### config.mk
export PLATFORM = sky130hd
export DESIGN_NAME = dma_chan_ctrl
export DESIGN_NICKNAME = d
export VERILOG_FILES = /design/src/rtl/dma_ctl_pkg.sv /design/src/rtl/dma_ctl_reg.sv /design/src/rtl/dma_dst_addr.sv /design/src/rtl/dma_chan_ctrl.sv
export SDC_FILE = /design/constraint.sdc
export NUM_CORES = 1
export LEC_CHECK = 0
export ABC_AREA = 1
export BUFFER_PORTS_ARGS = -buffer_cell sky130_fd_sc_hd__buf_2
export CORE_MARGIN = 10
export CORE_UTILIZATION = 40
export DETAILED_ROUTE_END_ITERATION = 10
export PLACE_DENSITY = 0.65
export SLEW_MARGIN = 0
export SYNTH_ARGS = -nofsm -noshare
export SYNTH_HDL_FRONTEND = slang
export SYNTH_SLANG_ARGS = --single-unit
### constraint.sdc
create_clock -name clk -period 2 [get_ports clk]
set_input_delay 0.6 -clock clk [delete_from_list [all_inputs] [get_ports clk]]
set_output_delay 0.6 -clock clk [all_outputs]
set_load 0.05 [all_outputs]
### src/rtl/dma_ctl_pkg.sv
package dma_ctl_pkg;
   localparam int CTL_W   = 8;
   localparam int MEN_BIT = 7;
   localparam int RSV_BIT = 6;
   localparam int STP_HI  = 5;
   localparam int STP_LO  = 4;
   localparam int BLK_BIT = 3;
   localparam int SRC_HI  = 2;
   localparam int SRC_W   = SRC_HI + 1;

   typedef enum logic [1:0] {
      STEP_FIX = 2'd0,
      STEP_INC = 2'd1,
      STEP_DEC = 2'd2
   } step_e;

   function automatic step_e decode_step(input logic [1:0] code);
      case (code)
         2'b10:   return STEP_INC;
         2'b11:   return STEP_DEC;
         default: return STEP_FIX;
      endcase
   endfunction
endpackage

### src/rtl/dma_ctl_reg.sv
module dma_ctl_reg
   import dma_ctl_pkg::*;
#(
   parameter bit ARM_REQUIRED = 1'b1
) (
   input  logic             clk,
   input  logic             rst_n,
   input  logic             standby,
   input  logic             nmi,
   input  logic             rd_stb,
   input  logic             wr_stb,
   input  logic [CTL_W-1:0] wr_data,
   output logic [CTL_W-1:0] ctl_q
);
   logic             arm_q, arm_d, set_ok;
   logic [CTL_W-1:0] ctl_d;

   generate
      if (ARM_REQUIRED) begin : g_guarded
         assign set_ok = arm_q;
      end else begin : g_plain
         assign set_ok = 1'b1;
      end
   endgenerate

   always_comb begin
      ctl_d = ctl_q;
      arm_d = arm_q;
      if (rd_stb && !ctl_q[MEN_BIT]) arm_d = 1'b1;
      if (wr_stb) begin
         arm_d             = 1'b0;
         ctl_d[CTL_W-2:0]  = wr_data[CTL_W-2:0];
         ctl_d[MEN_BIT]    = wr_data[MEN_BIT] ? (ctl_q[MEN_BIT] | set_ok) : 1'b0;
      end
      if (nmi) begin
         ctl_d[MEN_BIT] = 1'b0;
         arm_d          = 1'b0;
      end
      if (standby) begin
         ctl_d = '0;
         arm_d = 1'b0;
      end
   end

   always_ff @(posedge clk or negedge rst_n) begin
      if (!rst_n) begin
         ctl_q <= '0;
         arm_q <= 1'b0;
      end else begin
         ctl_q <= ctl_d;
         arm_q <= arm_d;
      end
   end

   generate
      if (ARM_REQUIRED) begin : g_arm_chk
         // enable rises only on a pending arming read
         p_set_needs_arm_r4: assert property (@(posedge clk) disable iff (!rst_n)
            $rose(ctl_q[MEN_BIT]) |-> ($past(arm_q) && $past(wr_stb)));
      end
   endgenerate

   p_nmi_clears_r3: assert property (@(posedge clk) disable iff (!rst_n)
      nmi |=> !ctl_q[MEN_BIT]);

   p_standby_zero_r1: assert property (@(posedge clk) disable iff (!rst_n)
      standby |=> (ctl_q == '0));

   p_write_zero_r5: assert property (@(posedge clk) disable iff (!rst_n)
      (wr_stb && !wr_data[MEN_BIT]) |=> !ctl_q[MEN_BIT]);

   p_reserved_kept_r6: assert property (@(posedge clk) disable iff (!rst_n)
      (wr_stb && !standby) |=> (ctl_q[RSV_BIT] == $past(wr_data[RSV_BIT])));
endmodule

### src/rtl/dma_dst_addr.sv
module dma_dst_addr
   import dma_ctl_pkg::*;
#(
   parameter int ADDR_W    = 24,
   parameter int NARROW_SZ = 1,
   parameter int WIDE_SZ   = 2
) (
   input  logic              clk,
   input  logic              rst_n,
   input  step_e             step,
   input  logic              unit_wide,
   input  logic              xfer_done,
   input  logic              addr_load,
   input  logic [ADDR_W-1:0] addr_din,
   output logic [ADDR_W-1:0] addr_q
);
   localparam logic [ADDR_W-1:0] NARROW_V = ADDR_W'(NARROW_SZ);
   localparam logic [ADDR_W-1:0] WIDE_V   = ADDR_W'(WIDE_SZ);

   logic [ADDR_W-1:0] unit;
   assign unit = unit_wide ? WIDE_V : NARROW_V;

   always_ff @(posedge clk or negedge rst_n) begin
      if (!rst_n) begin
         addr_q <= '0;
      end else if (addr_load) begin
         addr_q <= addr_din;
      end else if (xfer_done) begin
         case (step)
            STEP_INC: addr_q <= addr_q + unit;
            STEP_DEC: addr_q <= addr_q - unit;
            default:  addr_q <= addr_q;
         endcase
      end
   end

   p_step_up_r8: assert property (@(posedge clk) disable iff (!rst_n)
      (xfer_done && !addr_load && step == STEP_INC) |=>
      (addr_q == $past(addr_q) + (($past(unit_wide)) ? WIDE_V : NARROW_V)));

   p_step_down_r8: assert property (@(posedge clk) disable iff (!rst_n)
      (xfer_done && !addr_load && step == STEP_DEC) |=>
      (addr_q == $past(addr_q) - (($past(unit_wide)) ? WIDE_V : NARROW_V)));

   p_fixed_hold_r7: assert property (@(posedge clk) disable iff (!rst_n)
      (!addr_load && step == STEP_FIX) |=> $stable(addr_q));

   p_load_r8: assert property (@(posedge clk) disable iff (!rst_n)
      addr_load |=> (addr_q == $past(addr_din)));
endmodule

### src/rtl/dma_chan_ctrl.sv
module dma_chan_ctrl
   import dma_ctl_pkg::*;
#(
   parameter int ADDR_W       = 24,
   parameter int NARROW_SZ    = 1,
   parameter int WIDE_SZ      = 2,
   parameter bit ARM_REQUIRED = 1'b1
) (
   input  logic              clk,
   input  logic              rst_n,
   input  logic              standby,
   input  logic              nmi,
   input  logic              rd_stb,
   input  logic              wr_stb,
   input  logic [7:0]        wr_data,
   output logic [7:0]        rd_data,
   input  logic              chan_en,
   input  logic              unit_wide,
   input  logic              xfer_done,
   input  logic              addr_load,
   input  logic [ADDR_W-1:0] addr_din,
   output logic              chan_active,
   output logic [2:0]        act_src,
   output logic              blk_is_dst,
   output logic              dst_inc,
   output logic              dst_dec,
   output logic [ADDR_W-1:0] dst_addr
);
   generate
      if (ADDR_W < 8 || ADDR_W > 32) begin : g_bad_addr_w
         $error("dma_chan_ctrl: ADDR_W must lie in 8..32");
      end
      if (NARROW_SZ < 1 || WIDE_SZ < NARROW_SZ) begin : g_bad_unit
         $error("dma_chan_ctrl: unit sizes must be positive and ordered");
      end
   endgenerate

   logic [CTL_W-1:0] ctl;
   step_e            step;

   dma_ctl_reg #(.ARM_REQUIRED(ARM_REQUIRED)) u_reg (
      .clk     (clk),
      .rst_n   (rst_n),
      .standby (standby),
      .nmi     (nmi),
      .rd_stb  (rd_stb),
      .wr_stb  (wr_stb),
      .wr_data (wr_data),
      .ctl_q   (ctl)
   );

   assign step = decode_step(ctl[STP_HI:STP_LO]);

   dma_dst_addr #(
      .ADDR_W    (ADDR_W),
      .NARROW_SZ (NARROW_SZ),
      .WIDE_SZ   (WIDE_SZ)
   ) u_addr (
      .clk       (clk),
      .rst_n     (rst_n),
      .step      (step),
      .unit_wide (unit_wide),
      .xfer_done (xfer_done),
      .addr_load (addr_load),
      .addr_din  (addr_din),
      .addr_q    (dst_addr)
   );

   assign rd_data     = ctl;
   assign chan_active = ctl[MEN_BIT] & chan_en;
   assign act_src     = ctl[SRC_HI:0];
   assign blk_is_dst  = ctl[BLK_BIT];
   assign dst_inc     = (step == STEP_INC);
   assign dst_dec     = (step == STEP_DEC);

   p_nmi_suspends_r3: assert property (@(posedge clk) disable iff (!rst_n)
      nmi |=> !chan_active);

   p_no_enable_gate_r2: assert property (@(posedge clk) disable iff (!rst_n)
      !chan_en |-> !chan_active);
endmodule

==> summary.txt <==
Clock network
  – CTS sink cnt: 33
  – CTS Buf Count: 5
  – Clock root buffer: clkbuf_8
  – Hold-fix buffers at CTS: 0
  – Deepest clock path buffer count: 2
  – TritonCTS clock tree: yes
  – Clk_lat worst skew: 310 ps
  – Htree depth: 2
  – Worst-path clk slew: 90 ps

Synth
  – Post-synth EDFFs: 0
  – Synthesized net count: 585
  – Most common cell in the netlist: nand2_1
  – Register bit count reported by yosys: 33
  – Synth unique cells: 34
  – Syn. warnings: 0
  – Post-synth top area share: 24.9%
  – Synthesized netlist cell count: 540
  – Commonest cells in the netlist: nand2_1 (173), inv_1 (67), nand3_1 (58), nor2_1 (37), dfrtp_1 (33)
  – Area contributors post-synth: dfrtp_1 (25%), nand2_1 (20%), nand3_1 (8.7%), inv_1 (7.6%), nand2_2 (5.5%)
  – Top FF cell, synth: dfrtp_1
  – Synth area leader: dfrtp_1
  – Syn Std Cell Area: 0.00332 mm²
  – Syn Area/Cell: 6.15 µm²
  – Register area share after synthesis: 24.9%
  – Synth async-reset ratio: 100%

Critical path
  – Most frequent CP cell: nand2_1
  – Cell Chain, Critical Path: nand2_4 > buf_12 > nand2_1 > nand2_1 > nor2_2 > nand2_1 > nor2_2 > nand2_4 > nand2_4 > nand2_2 > nand3_1 > nand3_2 > nand2_2 > nand2_1
  – CP max FO: 11
  – CP Capture Type: flop
  – Crit. Startpoint: u_reg.ctl_q[4]
  – Arrival time worst endpoint: 2170 ps
  – CP Launch Type: flop
  – CP peak stage delay: 420 ps
  – FF-to-FF Start: u_reg.ctl_q[4]
  – Slowest-stage cell, CP: dfrtp_2
  – Data required, critical path: 2200 ps
  – WS Path Type: flop to flop
  – R2R Setup Slk: 30 ps

Cells and area
  – Post-route cell area: 0.00440 mm²
  – Fraction of layout cells with a size suffix above 1: 37.6%
  – Area growth from synthesis to layout: 32.3%
  – FILL cells: 785
  – Layout net count: 683
  – ANT cells: 0
  – Fin cells: 744

Global routing
  – Antenna violations before repair: 0
  – Global route overflow: 0
  – Largest net degree at the start of global routing: 26
  – Vias in the first global route: 3764
  – First-pass GRT wire length: 18000 µm
  – Overall global routing resource usage: 17.0%

Placement
  – Placed insts: 729
  – Placed standard-cell area: 0.00400 mm²
  – Port bufs: 80
  – RePlAce Congestion: 0.990
  – DP Wirelength: 8680 µm

Floorplan
  – Boundary Pins: 81
  – Initial Util: 40.8%
  – Core area: 0.00813 mm²
  – Die height: 111 µm
  – FP Rows: 33
  – Die footprint: 0.0123 mm²
  – Die width: 111 µm

Drt
  – Iter 0 DRT Violations: 272
  – Residual DRC count: 0
  – Via/cell ratio: 5.17
  – Vias: 3843
  – WL final: 11200 µm
  – Routed Antenna Nets: 0
  – Avg WL per Cell: 15.0 µm
  – First drt pass iteration count: 5

STA
  – RSZ-0062 raised after global routing: true
  – Final worst-path cycle share: 98.5%
  – Max_slew headroom: 62.1%
  – Final Slew Violations: 0
  – Post-route setup TNS: 0 ps
  – Max Fclk: 508 MHz
  – Min cycle time layout: 1970 ps
  – Post-route clock skew: 8.76 ps
  – Final setup vio count: 0
  – Worst Tran Pin Value: 569 ps
  – Hold violation total from the final report: 0

Hold path
  – Hold crit path type: primary input to asynchronous set/reset pin

Power and ir drop
  – P_leak: 2.43 nW
  – Pwr Density: 676 mW/mm²
  – Max VDD drop: 0.446 mV

Job
  – Max-Cap Viols: 0

Run status
  – Run status: finished clean
registers in the layout, summed over array words and instances (netlist names):
signal,cells
u_addr.addr_q,24
u_reg.ctl_q,8
u_reg.arm_q,1
kinds of logic after synthesis:
family / share of synthesized area, %
AOI/OAI and AO/OA: 12.2
xor gates and xnor gates: 2.37
adders and majority gates: 1.36
buffers and inverters: 13.0
DFF: 24.9
and+or+nand+nor: 46.3
metrics by stage:
| step | hold slack, ps | power (mW) | setup slack [ps] | util, % |
|---|---|---|---|---|
| floorplan | 304 | 1.85 | -128 | - |
| global placement | 479 | 2.20 | -134 | 49.2 |
| detailed placement | 502 | 2.21 | -177 | 49.2 |
| CTS | 213 | 2.90 | 26.4 | 50.7 |
| global route | 216 | 3.15 | -113 | 54.0 |
| finish | 194 | 2.97 | 30.3 | 54.0 |
power by group:
part	total, mW	switching [mW]	internal, mW
registers	0.857	0.103	0.753
logic	1.42	0.990	0.430
clock network	0.696	0.322	0.374
total	2.97	1.42	1.56
layer usage:
metal | share of wire (%) | track usage (%) | routed length, µm
met1 | 46 | 22.3 | 5110
met2 | 48 | 28.1 | 5350
met3 | 5.2 | 3.14 | 587
met4 | 1.3 | 3.77 | 144
met5 | 0 | 0 | 0
critical path, delay by kind of cell, from the launching register on:
family / cells / cell delay [ps]
and+or+nand+nor: 13 / 1270
DFF: 1 / 420
buffers and inverters: 1 / 170
layout make-up:
| class | count | area [µm²] | share of cell area [%] |
|---|---|---|---|
| timing repair buffer | 113 | 733 | 16.7 |
| inverter | 75 | 285 | 6.49 |
| clock inverter | 3 | 46.3 | 1.05 |
| multi-input combinational | 410 | 2300 | 52.4 |
| sequential | 33 | 828 | 18.8 |
| clock buffer | 5 | 68.8 | 1.57 |
| tap | 105 | 131 | 2.99 |
cell usage in the layout, fill, tap and decap left out, types with 6 or more instances in the layout:
| master | n |
|---|---|
| a21oi_1 | 9 |
| buf_2 | 79 |
| buf_4 | 25 |
| dfrtp_1 | 31 |
| inv_1 | 65 |
| inv_2 | 8 |
| nand2_1 | 150 |
| nand2_2 | 44 |
| nand2_4 | 12 |
| nand3_1 | 48 |
| nand3_2 | 10 |
| nor2_1 | 29 |
| nor2_2 | 16 |
| nor2_4 | 12 |
| o21ai_0 | 25 |
| o21ai_1 | 7 |
| o22ai_1 | 6 |
what timing repair did:
| item | in CTS | in global routing |
|---|---|---|
| setup endpoints to repair | 1 | 17 |
| gates resized for setup | 1 | 54 |
| buffers inserted | 1 | 5 |
| pin swaps | 0 | 16 |
| gates cloned | 0 | 1 |
worst paths after layout:
path	to	cells after the start
hold / removal	u_addr.addr_q[1]	1
min in group clk	u_reg.arm_q	2
hold reg to reg	u_reg.arm_q	2
max in group asynchronous	u_addr.addr_q[18]	2
setup / recovery	u_addr.addr_q[21]	14
setup reg to reg	u_addr.addr_q[21]	14
No activity file was read; power rests on OpenSTA's default activity.
